`config.mk`:
```
export PLATFORM = sky130hd
export DESIGN_NAME = cfg_port
export DESIGN_NICKNAME = d
export VERILOG_FILES = /design/src/rtl/cfg_port.sv
export SDC_FILE = /design/constraint.sdc
export NUM_CORES = 2
export LEC_CHECK = 0
export ABC_AREA = 1
export CAP_MARGIN = 20
export CORE_UTILIZATION = 56
export CTS_CLUSTER_SIZE = 30
export DETAILED_ROUTE_END_ITERATION = 16
export PLACE_DENSITY = 0.78
export SYNTH_ARGS = -nofsm -noshare
export SYNTH_HDL_FRONTEND = slang
export SYNTH_SLANG_ARGS = --single-unit
```
`constraint.sdc`:
```
create_clock -name clk -period 4.6 [get_ports clk]
set_input_delay 0.92 -clock clk [delete_from_list [all_inputs] [get_ports clk]]
set_output_delay 0.92 -clock clk [all_outputs]
set_load 0.05 [all_outputs]
```
`src/rtl/cfg_port.sv`:
```
module cfg_port #(
  parameter int NUM_DEV  = 9,
  parameter int NUM_BASE = 3,
  parameter int NUM_OPT  = 4
) (
  input  logic                          clk,
  input  logic                          rst_n,
  input  logic                          io_wr,
  input  logic                          io_addr,
  input  logic [7:0]                    io_wdata,
  output logic [7:0]                    io_rdata,
  output logic [NUM_DEV-1:0]            dev_en,
  output logic [NUM_DEV*NUM_BASE*16-1:0] dev_base,
  output logic [NUM_DEV*8-1:0]          dev_irq,
  output logic [NUM_DEV*8-1:0]          dev_irq_type,
  output logic [NUM_DEV*NUM_OPT*8-1:0]  dev_opt
);
  localparam logic [1:0] S_LOCK = 2'd0, S_KEY1 = 2'd1, S_OPEN = 2'd2;
  localparam logic [7:0] KEY = 8'h87, RELOCK = 8'hAA;
  localparam int NBR = 2 * NUM_BASE;
  localparam int DW  = (NUM_DEV > 1) ? $clog2(NUM_DEV) : 1;
  localparam int BW  = (NBR > 1) ? $clog2(NBR) : 1;
  localparam int OW  = (NUM_OPT > 1) ? $clog2(NUM_OPT) : 1;
  localparam logic [8:0] BASE_LO = 9'h060, BASE_HI = 9'(9'h060 + NBR);
  localparam logic [8:0] OPT_LO  = 9'h0F0, OPT_HI  = 9'(9'h0F0 + NUM_OPT);

  logic [1:0] state;
  logic [7:0] idx_q, ldn_q;
  logic [7:0] glob_q [16];
  logic       en_q   [NUM_DEV];
  logic [7:0] base_q [NUM_DEV][NBR];
  logic [7:0] irq_q  [NUM_DEV];
  logic [7:0] typ_q  [NUM_DEV];
  logic [7:0] opt_q  [NUM_DEV][NUM_OPT];

  logic          wr_idx, wr_dat, bank_ok, in_base, in_opt;
  logic [DW-1:0] dsel;
  logic [BW-1:0] boff;
  logic [OW-1:0] ooff;
  logic [7:0]    rd_reg;

  assign wr_idx  = io_wr && !io_addr;
  assign wr_dat  = io_wr && io_addr && (state == S_OPEN);
  assign bank_ok = (idx_q >= 8'h30) && ({24'd0, ldn_q} < NUM_DEV);
  assign dsel    = ldn_q[DW-1:0];
  assign in_base = ({1'b0, idx_q} >= BASE_LO) && ({1'b0, idx_q} < BASE_HI);
  assign in_opt  = ({1'b0, idx_q} >= OPT_LO) && ({1'b0, idx_q} < OPT_HI);
  assign boff    = BW'(idx_q - 8'h60);
  assign ooff    = OW'(idx_q - 8'hF0);

  always_ff @(posedge clk) begin
    if (!rst_n) begin
      state <= S_LOCK;
    end else if (wr_idx) begin
      case (state)
        S_LOCK:  state <= (io_wdata == KEY) ? S_KEY1 : S_LOCK;
        S_KEY1:  state <= (io_wdata == KEY) ? S_OPEN : S_LOCK;
        default: state <= (io_wdata == RELOCK) ? S_LOCK : S_OPEN;
      endcase
    end
  end

  always_ff @(posedge clk) begin
    if (!rst_n) begin
      idx_q <= 8'h00;
      ldn_q <= 8'h00;
      for (int g = 0; g < 16; g++) glob_q[g] <= 8'h00;
      for (int d = 0; d < NUM_DEV; d++) begin
        en_q[d]  <= 1'b0;
        irq_q[d] <= 8'h00;
        typ_q[d] <= 8'h00;
        for (int b = 0; b < NBR; b++) base_q[d][b] <= 8'h00;
        for (int o = 0; o < NUM_OPT; o++) opt_q[d][o] <= 8'h00;
      end
    end else begin
      if (wr_idx && state == S_OPEN && io_wdata != RELOCK)
        idx_q <= io_wdata;
      if (wr_dat) begin
        if (idx_q == 8'h07)
          ldn_q <= io_wdata;
        else if (idx_q[7:4] == 4'h2)
          glob_q[idx_q[3:0]] <= io_wdata;
        else if (bank_ok) begin
          if (idx_q == 8'h30)      en_q[dsel] <= io_wdata[0];
          else if (in_base)        base_q[dsel][boff] <= io_wdata;
          else if (idx_q == 8'h70) irq_q[dsel] <= io_wdata;
          else if (idx_q == 8'h71) typ_q[dsel] <= io_wdata;
          else if (in_opt)         opt_q[dsel][ooff] <= io_wdata;
        end
      end
    end
  end

  always_comb begin
    rd_reg = 8'h00;
    if (idx_q == 8'h07)
      rd_reg = ldn_q;
    else if (idx_q[7:4] == 4'h2)
      rd_reg = glob_q[idx_q[3:0]];
    else if (bank_ok) begin
      if (idx_q == 8'h30)      rd_reg = {7'd0, en_q[dsel]};
      else if (in_base)        rd_reg = base_q[dsel][boff];
      else if (idx_q == 8'h70) rd_reg = irq_q[dsel];
      else if (idx_q == 8'h71) rd_reg = typ_q[dsel];
      else if (in_opt)         rd_reg = opt_q[dsel][ooff];
    end
  end

  assign io_rdata = (state != S_OPEN) ? 8'hFF : (io_addr ? rd_reg : idx_q);

  for (genvar d = 0; d < NUM_DEV; d++) begin : g_dev
    assign dev_en[d]               = en_q[d];
    assign dev_irq[d*8 +: 8]       = irq_q[d];
    assign dev_irq_type[d*8 +: 8]  = typ_q[d];
    for (genvar b = 0; b < NUM_BASE; b++) begin : g_base
      assign dev_base[(d*NUM_BASE+b)*16 +: 16] = {base_q[d][2*b], base_q[d][2*b+1]};
    end
    for (genvar o = 0; o < NUM_OPT; o++) begin : g_opt
      assign dev_opt[(d*NUM_OPT+o)*8 +: 8] = opt_q[d][o];
    end
  end
endmodule

```
==> flow_summary.ini <==
[sta]
period_needed_ns = 4.585
holdWs_ns = 0.4797
finalCritPeriodShare_pct = 99.66
slew_viol_final = 0
hold_viol = 0
fmax_mhz = 218.1
setup_viol = 0
tightest_slew_ns = 0.9713
skew_ns = 0.02874
max-slew-margin-rel_pct = 35.04

[outcome]
status = finished, final reports clean

[logic_synthesis]
synth_area_sq_um = 74320
synthCells = 7202
synth.distinct_cells = 38
ys_ff_latch = 1706
synth.avg_cell_area_sq_um = 10.32
yosysTopAreaCell = edfxtp_1
synth_top_area_share_pct = 67.52
seq_area_frac_synth_pct = 68.46
yosys-top-cells-area = edfxtp_1, nand2_1, nor2_1
ys_warn_count = 0

[grt]
grt_pass1_wl_microns = 396000
antenna_found_initial = 4
met2_usage_pct = 62.82
grt_usage_pct = 40.75
grt_overflow = 0
use_met3_pct = 10.70
grt_max_degree = 97
grt_pass1_vias = 59120
gr-usage-met1_pct = 52.06
grt-busiest-layer = met2

[route]
drc = 0
drt_pass1_iterations = 7
wl_per_cell_microns = 26.59
vias_per_cell = 5.965
drtIter0Drc = 10780
drt.antenna.violating_nets = 0
vias = 63470
routed_wl_microns = 283000

[pwr]
peakVddDrop_mv = 0.4044
power.total_mw = 33.96
power.leakage_nw = 38.00
power_density_nw_per_um2 = 356.1

[clock_tree]
ctsHtreeMaxLevel = 4
cts.path.max_buffers = 3
clock-root-buffer = clkbuf_16
cts_tree = built
clkTransAtPathRegs_ns = 0.06
cts_buffers = 172
clock_latency_ns = 0.83
cts_num_sinks = 1706

[setup_path]
critPathKind = reg -> out
worst_ep_arrival_time_ns = 3.66
slowest_delay_ns = 0.43
path_depth = 16
path_buf_inv = 4
r2r_cells = 11
cp_max_fo = 18
required_ns = 3.68
startpoint_type = flop
crit_path_cell_trace = buf_12, clkbuf_16, buf_16, o21ai_0, o211ai_1, nand3_1, nand2_1, nand2_1, nand3_2, nand2_1, a21oi_2, nand2_1, nand2_1, nand2_1, nand2_2, buf_12
cpMaxStageDelayCell = dfxtp_4
critPathTopFamily = simple AND/OR/NAND/NOR gates
worst_setup_path_end_kind = output port
crit_top_cell = nand2_1

[finish]
final_cell_mix = edfxtp_1, nand2_1, nor2_1, clkdlybuf4s50_1, nand3_1
fin_util_pct = 72.44
area_delta_synth_final_pct = 28.30
final_nets = 8761
layout-drive-gt1-share_pct = 8.149
layout_commonest_cell = edfxtp_1

[floorplanning]
initial_core_util_pct = 56.46
rows = 133
core_area_sq_um = 131600
die_area_sq_um = 134200
chipHeight_microns = 366.3
dieWidth_microns = 366.3
ioPinCount = 893

[flow_run]
drv_cap = 0

[placement]
dpl.hpwl_microns = 188200
gp_congestion = 1.024
io_buffers = 892

[worst_hold_path]
holdCritPathClass = reg -> reg
holdPathStages = 2
## where the power goes
group,leakage [nW],total [mW],internal (mW),switching [mW]
clock network,2.53,13.3,7.37,5.93
registers,17.5,18.0,17.6,0.385
logic,18.0,2.68,0.639,2.04
## final timing paths
| check | from | endpoint | slack (ns) |
|---|---|---|---|
| max | flop | io_rdata[3] | 0.02 |
| min | ldn_q[6] | ldn_q[6] | 0.48 |
| max reg2reg | idx_q[4] | base_q[7][41] | 1.01 |
| min reg2reg | ldn_q[6] | ldn_q[6] | 0.48 |
## cell usage after synthesis
cell and count:
edfxtp_1 1671, nand2_1 1639, nor2_1 1549, nand3_1 759, o21ai_0 393, clkbuf_1 274
inv_1 202, a21oi_1 180, buf_2 113, buf_1 73, o211ai_1 68, nand2_2 52
dfxtp_1 35, a22oi_1 27, o22ai_1 25, buf_4 24, inv_2 19, nor3_1 18
a221oi_1 12, nor2_2 12, o221ai_1 12, o21ai_1 8, a32o_1 7, clkinv_1 6
nand4_1 5, nor2_4 5, nor3_2 2, nor4_2 2, a31oi_1 1, a32oi_1 1
and3_1 1, buf_6 1, conb_1 1, mux2i_1 1, nor2_8 1, nor3b_2 1
nor4_1 1, o311ai_0 1
## flip-flops by register name, indices dropped and copies added (netlist names), named ones only
register / count
state: 2
irq_q: 128
opt_q: 512
ldn_q: 8
base_q: 768
glob_q: 128
typ_q: 128
idx_q: 8
en_q: 16
## timing repair
action / 4_1_cts / 5_1_grt
hold buffers: 0 / 0
cloned: 14 / 20
buffers inserted: 13 / 8
resized for setup: 71 / 129
setup endpoints to repair: 8 / 8
pin swaps: 6 / 32
## worst min-delay path, cell delays in order (launching register included)
cell and delay [ns]:
dfxtp_1 0.31, inv_1 0.06, a21oi_1 0.06
## cell families after synthesis
| logic type | share of synthesized area (%) |
|---|---|
| flip-flops | 68.46 |
| buffers and inverters | 3.918 |
| AND/OR/NAND/NOR | 22.11 |
| AO/OA/AOI/OAI | 5.492 |
| other | 0.005046 |
| multiplexers | 0.01347 |
## per-stage QoR
| step | TNS (ns) | area, sq um | instances | setup slack (ns) |
|---|---|---|---|---|
| after CTS | -0.1692 | 94400 | 10610 | -0.05118 |
| after detailed placement | 0 | 88400 | 10280 | 0.3889 |
| final | 0 | 95350 | 10640 | 0.01550 |
| after global placement | 0 | 88400 | 10280 | 0.3788 |
| after floorplan | 0 | 76860 | 7880 | 0.7824 |
| after global routing | -0.09530 | 95350 | 10640 | -0.06613 |
## area by class of cell
cell class | instances | area, sq um
antenna | 1 | 2.502
clock buffer | 226 | 4698
clock inverter | 83 | 499.2
fill | 9056 | 36280
inverter | 227 | 963.4
multi-input combinational | 5462 | 23560
sequential | 1706 | 50890
tap | 1755 | 2196
timing repair buffer | 1175 | 12470
timing repair inverter | 5 | 60.06
## routing by layer
metal | vias up | routed length [microns]
li1 | 27010 | -
met1 | 30000 | 94210
met2 | 5422 | 127300
met3 | 1028 | 41540
met4 | 4 | 19900
met5 | - | 16
Power figures use the tool's default switching activity.
